===== src/rtl/cic_pkg.sv =====
package cic_pkg;
  // Decoded, qualified request for one CPU cycle
  typedef struct packed {
    logic ack;    // any access to either register
    logic wr_lo;  // write to the low count byte
    logic wr_hi;  // write to the high byte / enable
  } cic_req_t;
endpackage


===== src/rtl/cic_decode.sv =====
module cic_decode
  import cic_pkg::*;
#(
  parameter int PAGE_W = 5,
  parameter logic [PAGE_W-1:0] LO_PAGE = 5'b01010,
  parameter logic [PAGE_W-1:0] HI_PAGE = 5'b01011
) (
  input  logic              cpu_ce,
  input  logic              bus_sel,
  input  logic              bus_rnw,
  input  logic [PAGE_W-1:0] page,
  output cic_req_t          req
);
  logic hit_lo, hit_hi, live;

  assign live   = cpu_ce && bus_sel;
  assign hit_lo = live && (page == LO_PAGE);
  assign hit_hi = live && (page == HI_PAGE);

  always_comb begin
    req.ack   = hit_lo || hit_hi;
    req.wr_lo = hit_lo && !bus_rnw;
    req.wr_hi = hit_hi && !bus_rnw;
  end
endmodule


===== src/rtl/cic_count.sv =====
module cic_count
  import cic_pkg::*;
#(
  parameter int CNT_W  = 15,
  parameter int DATA_W = 8
) (
  input  logic              clk,
  input  logic              rst,
  input  logic              cpu_ce,
  input  cic_req_t          req,
  input  logic [DATA_W-1:0] wdata,
  output logic [CNT_W-1:0]  cnt,
  output logic              en,
  output logic              reach
);
  localparam int HI_W = CNT_W - DATA_W;
  localparam logic [CNT_W-1:0] CNT_MAX = '1;
  localparam logic [CNT_W-1:0] CNT_ONE = CNT_W'(1);

  logic any_wr, step;

  assign any_wr = req.wr_lo || req.wr_hi;
  assign step   = cpu_ce && en && !any_wr && (cnt != CNT_MAX);
  // the increment in this cycle lands on the top value
  assign reach  = step && (cnt == CNT_MAX - CNT_ONE);

  always_ff @(posedge clk) begin
    if (rst) begin
      cnt <= '0;
      en  <= 1'b0;
    end else if (req.wr_lo) begin
      cnt[DATA_W-1:0] <= wdata;
    end else if (req.wr_hi) begin
      cnt[CNT_W-1:DATA_W] <= wdata[HI_W-1:0];
      en                  <= wdata[DATA_W-1];
    end else if (step) begin
      cnt <= cnt + CNT_ONE;
    end
  end
endmodule


===== src/rtl/cic_flag.sv =====
module cic_flag (
  input  logic clk,
  input  logic rst,
  input  logic reach,
  input  logic ack,
  input  logic en,
  output logic irq
);
  logic pending;

  always_ff @(posedge clk) begin
    if (rst)        pending <= 1'b0;
    else if (reach) pending <= 1'b1;   // a new event beats an acknowledge
    else if (ack)   pending <= 1'b0;
  end

  assign irq = pending && en;
endmodule


===== src/rtl/cyc_irq_counter.sv =====
module cyc_irq_counter
  import cic_pkg::*;
#(
  parameter int ADDR_W = 16,
  parameter int DATA_W = 8,
  parameter int CNT_W  = 15,
  parameter int PAGE_W = 5,
  parameter logic [PAGE_W-1:0] LO_PAGE = 5'b01010,
  parameter logic [PAGE_W-1:0] HI_PAGE = 5'b01011
) (
  input  logic              clk,
  input  logic              rst,
  input  logic              cpu_ce,
  input  logic              bus_sel,
  input  logic              bus_rnw,
  input  logic [ADDR_W-1:0] bus_addr,
  input  logic [DATA_W-1:0] wdata,
  output logic [DATA_W-1:0] rdata_lo,
  output logic [DATA_W-1:0] rdata_hi,
  output logic              irq
);
  // high byte holds the enable on top of the upper count bits
  localparam int HI_W = CNT_W - DATA_W;

  logic [PAGE_W-1:0]        page;
  logic [ADDR_W-PAGE_W-1:0] unused_offset;
  cic_req_t                 req;
  logic [CNT_W-1:0]         cnt;
  logic                     en, reach;

  assign page          = bus_addr[ADDR_W-1 -: PAGE_W];
  assign unused_offset = bus_addr[ADDR_W-PAGE_W-1:0];

  cic_decode #(
    .PAGE_W(PAGE_W), .LO_PAGE(LO_PAGE), .HI_PAGE(HI_PAGE)
  ) u_decode (
    .cpu_ce(cpu_ce), .bus_sel(bus_sel), .bus_rnw(bus_rnw),
    .page(page), .req(req)
  );

  cic_count #(.CNT_W(CNT_W), .DATA_W(DATA_W)) u_count (
    .clk(clk), .rst(rst), .cpu_ce(cpu_ce), .req(req), .wdata(wdata),
    .cnt(cnt), .en(en), .reach(reach)
  );

  cic_flag u_flag (
    .clk(clk), .rst(rst), .reach(reach), .ack(req.ack), .en(en), .irq(irq)
  );

  assign rdata_lo = cnt[DATA_W-1:0];
  assign rdata_hi = {en, cnt[CNT_W-1 -: HI_W]};
endmodule


===== config.mk =====
export PLATFORM = sky130hd
export DESIGN_NAME = cyc_irq_counter
export DESIGN_NICKNAME = d
export VERILOG_FILES = /design/src/rtl/cic_pkg.sv /design/src/rtl/cic_decode.sv /design/src/rtl/cic_count.sv /design/src/rtl/cic_flag.sv /design/src/rtl/cyc_irq_counter.sv
export SDC_FILE = /design/constraint.sdc
export NUM_CORES = 1
export LEC_CHECK = 0
export BUFFER_PORTS_ARGS = -buffer_cell sky130_fd_sc_hd__buf_4
export CAP_MARGIN = 25
export CORE_ASPECT_RATIO = 1.5
export CORE_MARGIN = 2
export CORE_UTILIZATION = 47
export DETAILED_ROUTE_END_ITERATION = 6
export PLACE_DENSITY = 0.79
export RECOVER_POWER = 100
export SYNTH_ARGS = -nofsm -noshare
export SYNTH_HDL_FRONTEND = slang
export SYNTH_SLANG_ARGS = --single-unit
export TNS_END_PERCENT = 30

===== constraint.sdc =====
create_clock -name clk -period 2.2 [get_ports clk]
set_input_delay 0.44 -clock clk [delete_from_list [all_inputs] [get_ports clk]]
set_output_delay 0.44 -clock clk [all_outputs]
set_load 0.1 [all_outputs]

After elaboration in Yosys (flattened, before gate mapping)
Cells that the tools add are included.
{"block": "word_totals", "elab_cells": 37, "output_inout_bits": 17, "ff_bits": 17}
{"block": "op_classes", "eq_ne": 5, "reduce_logical": 20, "bitwise": 1, "addsub": 1, "n_mux": 6}
{"cell": "$mux 8", "count": 2}
{"cell": "$add 15x1->15 const B", "count": 1}
{"cell": "$eq 15x15->1 const B", "count": 1}
{"cell": "$mux 15", "count": 1}
{"cell": "$ne 15x15->1 const B", "count": 1}
{"cell": "$eq 5x4->1 const B", "count": 2}
{"cell": "$logic_and 1x1->1", "count": 10}
{"cell": "$mux 7", "count": 1}
{"cell": "$reduce_and 2->1", "count": 3}
{"cell": "$reduce_bool 2->1", "count": 3}
{"cell": "$logic_not 1->1", "count": 2}
{"cell": "$logic_or 1x1->1", "count": 2}
{"cell": "$mux 1", "count": 2}
{"cell": "$ne 2x1->1 const B", "count": 1}
{"cell": "$not 1->1", "count": 1}

Depth between registers and ports, before layout
Gate-level depths: netlist of run 1.
{"block": "depth", "depth_word": 10, "ltp_mapped": 6}

Hierarchy
From an unflattened synthesis of run 1, not the netlist that was laid out.
{"block": "hier_totals", "hier_cells": 149, "hier_area_um2": 1149.9}
{"mod": "cic_count", "instances": 1, "cells_each": 138, "area_each_um2": 1052.3, "seq_area_each_um2": 320.3}
{"mod": "cic_decode", "instances": 1, "cells_each": 5, "area_each_um2": 45.0, "seq_area_each_um2": 0.0}
{"mod": "cic_flag", "instances": 1, "cells_each": 5, "area_each_um2": 45.0, "seq_area_each_um2": 20.0}
{"mod": "cyc_irq_counter", "instances": 1, "cells_each": 1, "area_each_um2": 7.5, "seq_area_each_um2": 0.0}

Worst setup path before layout of run 1
No wires, ideal clock.
{"block": "synth_path", "path_kind": "reg2reg", "start": "reg u_count.cnt[6]", "end": "reg u_count.cnt[12]", "path_stages_with_launch": 6, "slack_ns": -0.322, "period_less_slack_ns": 2.522, "t_arrival_ns": 2.437, "setup_ns": 0.086, "required_ns": 2.114, "cell_sequence": "dfxtp_1 > nand4_4 > nor4_1 > nor4b_1 > xnor2_1 > a211oi_1"}
{"block": "synth_between", "elab_chain_cells": 4}
{"item": "start, declared", "line_no": "cic_count.sv:12", "text": "output logic [CNT_W-1:0] cnt,"}
{"item": "start signal, assigned by index", "line_no": "cic_count.sv:32", "text": "cnt[DATA_W-1:0] <= wdata;"}
{"item": "start signal, assigned by index", "line_no": "cic_count.sv:34", "text": "cnt[CNT_W-1:DATA_W] <= wdata[HI_W-1:0];"}
{"item": "start signal, assigned", "line_no": "cic_count.sv:37", "text": "cnt <= cnt + CNT_ONE;"}
{"item": "branches (longest 4 deep; another with $add 15x1->15)"}
Parallel ways; which one is timed is not known. The select of a mux whose other input is x is not followed.
A chain may end at the register's enable or synchronous reset.

Worst setup path in the final report of run 1
{"block": "layout_path", "start": "reg u_count.cnt[3]", "end": "reg u_count.cnt[5]"}
{"block": "layout_between", "elab_chain_cells": 4}
{"item": "$add 15x1->15 / $ne 15x15->1 (equally long branches)", "line_no": "cic_count.sv:37, cic_count.sv:23"}
{"item": "$mux 15 / $logic_and 1x1->1 (equally long branches)", "line_no": "cic_count.sv:36, cic_count.sv:23"}
{"item": "$mux 8 / $reduce_bool 2->1 (equally long branches)"}
{"item": "$mux 8 / $reduce_and 2->1 (equally long branches)"}
Several ways; a longest one is shown, not always the timed one. The select of a mux whose other input is x is not followed.

==> flow_summary.yaml, run 1 <==
outcome:
  outcome: "complete, no violations"
clock_network:
  post_cts_buffers: 0
  cts_resized: 0
  clk_latency_ns: 0.30
  root_buffer: "clkbuf_4"
  cts_hold_buf: 0
  clk_path_buf_depth: 2
  path_clk_slew_ns: 0.10
  cts_buffers: 3
  htree_levels: 1
  cts.sinks: 17
  cts_tree: "yes"
detailed_routing:
  dr_total_vias: 1180
  wl_met3_um: 151
  drc: 0
  met1_length_um: 1190
  dr.pass1.iters: 4
  viasPerCell: 6.15
  wl_met2_um: 1570
  post_drt_wl_per_cell_um: 15.4
  routed_wl_um: 2960
  drt_iter0_drc: 40
  top_layer_used: "met4"
  ant_nets: 0
sta:
  min_period_over_period: 0.895
  setup_viol: 0
  finalMaxSlewViolations: 0
  finClkSkew_ns: 0.00244
  rsz0062_at_grt: "no"
  setup-tns-final_ns: 0
  period_minus_slack_ns: 1.97
  max_freq_mhz: 508
  max_slew_margin: 0.562
  tightest_slew_ns: 0.655
  hold_viol: 0
die:
  die_h_um: 63.2
  pin_count: 46
  core-area_um2: 2230
  start_util: 0.492
  dieArea_um2: 2750
  die_w_um: 43.5
  fp-row-count: 21
synth:
  avgSynthCellArea_um2: 8.32
  async_flop_share: 0
  synth_seq_cells: 17
  syn-cell-area_um2: 1100
  synth-main-ff-cell: "dfxtp_1"
  yosysWarnings: 0
  yosys.cell_types.count: 42
  synth_nets: 163
  synthCells: 132
  yosysSeqAreaShare: 0.310
  synth_edf_count: 0
power_and_ir_drop:
  p_per_area_nw_per_um2: 387
  fin_total_pwr_w: 0.000537
  vdd_drop_max_mv: 0.339
  leakagePower_nw: 0.535
global_route:
  grt_overflow: 0
  grt_max_degree: 18
  grt_pass1_vias: 1112
  grt_usage: 0.221
  grt_antenna_before_repair: 0
  grt_pass1_wl_um: 4710
layout:
  area_delta_synth_final_pct: 26.3
  stdcell_count: 192
  layout-drive-gt1-share: 0.373
  nNetsFinal: 201
  n_antenna_cell: 0
flow_run:
  max_cap_viol_count: 0
worst_setup_path:
  critPathMaxFanout: 9
  startpoint_type: "flip-flop"
  end_kind: "flip-flop"
  setup.worst_path.class: "flip-flop to flip-flop"
  cp.arrival_ns: 2.20
  required_ns: 2.43
placed_design:
  dp_cells: 188
  dpl.hpwl_um: 2230
  routabilityCongestion: 0.895
  place.port_buffers: 34
min_path:
  hold_path.class: "primary input to flip-flop"
## logic make-up after synthesis
kind of cell | synth area share
simple gates | 0.370
compound gates | 0.180
flops | 0.310
buf+inv | 0.0342
xor+xnor | 0.0638
mux | 0.0194
fa+ha+maj | 0.0228
## worst paths after layout
kind	from	to	slack (ns)	depth (start not counted)
max	u_count.cnt[3]$_SDFFE_PP0P_	u_count.cnt[5]$_SDFFE_PP0P_	0.23	5
max reg2reg	u_count.cnt[3]$_SDFFE_PP0P_	u_count.cnt[5]$_SDFFE_PP0P_	0.23	5
min	wdata[7]	u_count.en$_SDFFE_PP0P_	0.39	3
min reg2reg	u_flag.pending$_SDFFE_PP0P_	u_flag.pending$_SDFFE_PP0P_	0.49	2
## cell usage after synthesis, types with 3 or more instances
master,instances,area [µm²]
nand2_1,13,48.8
nor4_1,5,31.3
o21ai_0,3,15.0
a21oi_1,7,35.0
nor3_1,8,40.0
nand3_1,4,20.0
nand4_1,4,25.0
dfxtp_1,17,340
a211oi_1,8,60.1
inv_1,4,15.0
nor2_1,13,48.8
and2_1,3,18.8
xnor2_1,6,52.6
## state kept, by name, summed over array words and instances, names as in the netlist
register,cells
u_count.en,1
u_count.cnt,15
u_flag.pending,1
## metal layers
layer | vias to the layer above | GRT usage
li1 | 572 | -
met3 | 5 | 0.0201
met4 | 0 | 0.106
met2 | 43 | 0.397
met1 | 560 | 0.248
met5 | - | 0
## layout by cell type (no fill, tap or decap), types with 3 or more instances in the layout
master	instances
dfxtp_2	13
o21ai_0	3
nor3_1	8
inv_1	4
xnor2_1	6
dfxtp_1	4
nor2_1	14
nand4_1	4
nor4_1	5
a21oi_1	7
a211oi_1	8
nand3_1	4
clkbuf_4	4
clkbuf_2	17
and2_1	3
buf_4	20
nand2_1	13
## through the flow
step           hold slack (ns)   util  cell area, µm²  setup WS [ns]
2_1_floorplan            0.445      -            1120         0.0276
3_3_place_gp             0.462  0.630            1410          0.279
3_5_place_dp             0.469  0.630            1410          0.250
4_1_cts                  0.386  0.642            1430          0.329
5_1_grt                  0.403  0.621            1390         0.0814
6_report                 0.388  0.621            1390          0.231
## worst max-delay path: stages (launching register included)
cell and delay [ns]:
dfxtp_1 0.46, nand4_2 0.24, nor4_4 0.50, nor2_1 0.28
a211o_1 0.32, a21oi_1 0.11
## power breakdown
part	switching (W)	leakage [nW]	total (W)	internal [W]
registers	0.00000161	0.144	0.000310	0.000309
clock network	0.000104	0.0150	0.000175	0.0000707
logic	0.0000278	0.377	0.0000515	0.0000237
total	0.000134	0.535	0.000537	0.000403
## area by class of cell
| type | instances | area [µm²] |
|---|---|---|
| multi-input cells | 106 | 718 |
| well taps | 23 | 28.8 |
| fillers | 219 | 846 |
| flip-flops and latches | 17 | 357 |
| inverters | 4 | 15.0 |
| clock buffers | 4 | 26.3 |
| repair buffers | 38 | 243 |
(Power assumes the default switching activity.)
==> inputs of run 2 (changes only) <==
--- a/config.mk
+++ b/config.mk
@@ -7,7 +7,7 @@
 export LEC_CHECK = 0
 export BUFFER_PORTS_ARGS = -buffer_cell sky130_fd_sc_hd__buf_4
 export CAP_MARGIN = 25
-export CORE_ASPECT_RATIO = 1.5
+export CORE_ASPECT_RATIO = 0.9
 export CORE_MARGIN = 2
 export CORE_UTILIZATION = 47
 export DETAILED_ROUTE_END_ITERATION = 6
==> flow_summary.yaml, run 2 (synthesized netlist as in run 1, its figures left out) <==
outcome:
  outcome: "complete, no violations"
detailed_routing:
  post_drt_wl_per_cell_um: 15.4
  routed_wl_um: 3050
  viasPerCell: 5.90
  dr_total_vias: 1169
  ant_nets: 0
  dr.pass1.iters: 4
  drc: 0
  drt_iter0_drc: 26
power_and_ir_drop:
  seqPwrFrac: 0.583
  clock_power_share: 0.320
  p_sw_w: 0.000129
  swShare: 0.243
  leakagePower_nw: 0.524
  fin_total_pwr_w: 0.000532
  power_frac_comb: 0.098
  vdd_drop_max_mv: 0.380
  p_per_area_nw_per_um2: 381
  p_int_w: 0.000403
layout:
  final_cell_mix: "buf_4, clkbuf_2, dfxtp_2, nand2_1, nor2_1"
  area_delta_synth_final_pct: 27.3
  largest_register: "u_count.cnt"
  postLayoutCoreUtil: 0.635
  nNetsFinal: 203
  postLayoutCellArea_um2: 1400
  n_antenna_cell: 0
  largest_registers: "u_count.cnt: 15 flops, u_count.en: 1 flops, u_flag.pending: 1 flops"
  layout-drive-gt1-share: 0.386
  final_common_cell: "buf_4"
  fill_cells: 212
  largest_reg_flops: 15
global_route:
  grt_max_degree: 18
  grt_usage: 0.242
  grt_overflow: 0
  grt_pass1_vias: 1071
  grt_antenna_before_repair: 0
  grt_pass1_wl_um: 4890
sta:
  hold_viol: 0
  min_period_over_period: 0.906
  rsz0062_at_grt: "no"
  finalMaxSlewViolations: 0
  max_slew_margin: 0.518
  finClkSkew_ns: 0.00648
  period_minus_slack_ns: 1.99
  worst_slack_ns: 0.206
  max_freq_mhz: 501
  setup-tns-final_ns: 0
  tightest_slew_ns: 0.716
  setup_viol: 0
die:
  pin_count: 46
  die_h_um: 49.9
  core-area_um2: 2200
  dieArea_um2: 2740
  fp-row-count: 16
  start_util: 0.499
  die_w_um: 55.0
clock_network:
  path_clk_slew_ns: 0.10
  post_cts_buffers: 0
  cts_resized: 0
  clk_path_buf_depth: 2
  clk_latency_ns: 0.30
  htree_levels: 1
  root_buffer: "clkbuf_4"
  cts.sinks: 17
  cts_tree: "yes"
  cts_hold_buf: 0
  cts_buffers: 3
worst_setup_path:
  r2r_slack_ns: 0.21
  crit_path_top_delay_cell: "nor4_2"
  cp_num_buf_inv: 0
  max_stage_delay_ns: 0.69
  required_ns: 2.43
  critPathMaxFanout: 9
  end_kind: "flip-flop"
  crit_family: "simple AND/OR/NAND/NOR gates"
  critical_path.cell_chain: "nand4_2, nor4_2, nor2_2, a211o_1, a21oi_1"
  cp.arrival_ns: 2.23
  startpoint_type: "flip-flop"
  setup.worst_path.class: "flip-flop to flip-flop"
placed_design:
  place_area_um2: 1430
  dpl.hpwl_um: 2280
  routabilityCongestion: 0.904
  post-place-ws_ns: 0.203
  place.port_buffers: 34
min_path:
  hold_path.class: "primary input to flip-flop"
flow_run:
  max_cap_viol_count: 0
-- run 2: worst reg2reg max path, cell delays in order, from the launching register on --
cell	delay, ns
dfxtp_2	0.40
nand4_2	0.21
nor4_2	0.69
nor2_2	0.21
a211o_1	0.31
a21oi_1	0.11
-- run 2: path summary, 6_finish.rpt --
| path | start | cells past startpoint | to |
|---|---|---|---|
| worst min register to register | u_flag.pending$_SDFFE_PP0P_ | 2 | u_flag.pending$_SDFFE_PP0P_ |
| worst max-delay path | u_count.cnt[3]$_SDFFE_PP0P_ | 5 | u_count.cnt[5]$_SDFFE_PP0P_ |
| worst min-delay path | wdata[1] | 3 | u_count.cnt[1]$_SDFFE_PP0P_ |
| worst max register to register | u_count.cnt[3]$_SDFFE_PP0P_ | 5 | u_count.cnt[5]$_SDFFE_PP0P_ |
-- run 2: cell type report --
cell class	count	area, µm²	area share
inverter	4	15.0	0.0107
clock buffer	4	26.3	0.0188
tap	27	33.8	0.0242
timing repair buffer	40	254	0.182
sequential	17	358	0.256
multi-input combinational	106	712	0.509
-- run 2: routing by layer --
metal,track usage,vias up,wire length (µm)
met5,0,-,0
met3,0.0727,6,192
li1,-,577,-
met4,0.0569,0,52
met2,0.375,43,1420
met1,0.325,543,1390
-- run 2: metrics by stage --
step / hold WS [ns] / instances
after floorplan: 0.445 / 132
after global placement: 0.468 / 194
after detailed placement: 0.477 / 194
after CTS: 0.395 / 198
after global routing: 0.393 / 198
final: 0.392 / 198
-- run 2: power by group through the flow --
| stage | logic [W] | registers [W] | clock network [W] |
|---|---|---|---|
| detailed placement | 0.0000521 | 0.000317 | 0 |
| global placement | 0.0000508 | 0.000317 | 0 |
| floorplan | 0.0000125 | 0.000325 | 0 |
| finish | 0.0000520 | 0.000310 | 0.000170 |
| CTS | 0.0000523 | 0.000310 | 0.000174 |
| global route | 0.0000553 | 0.000311 | 0.000191 |
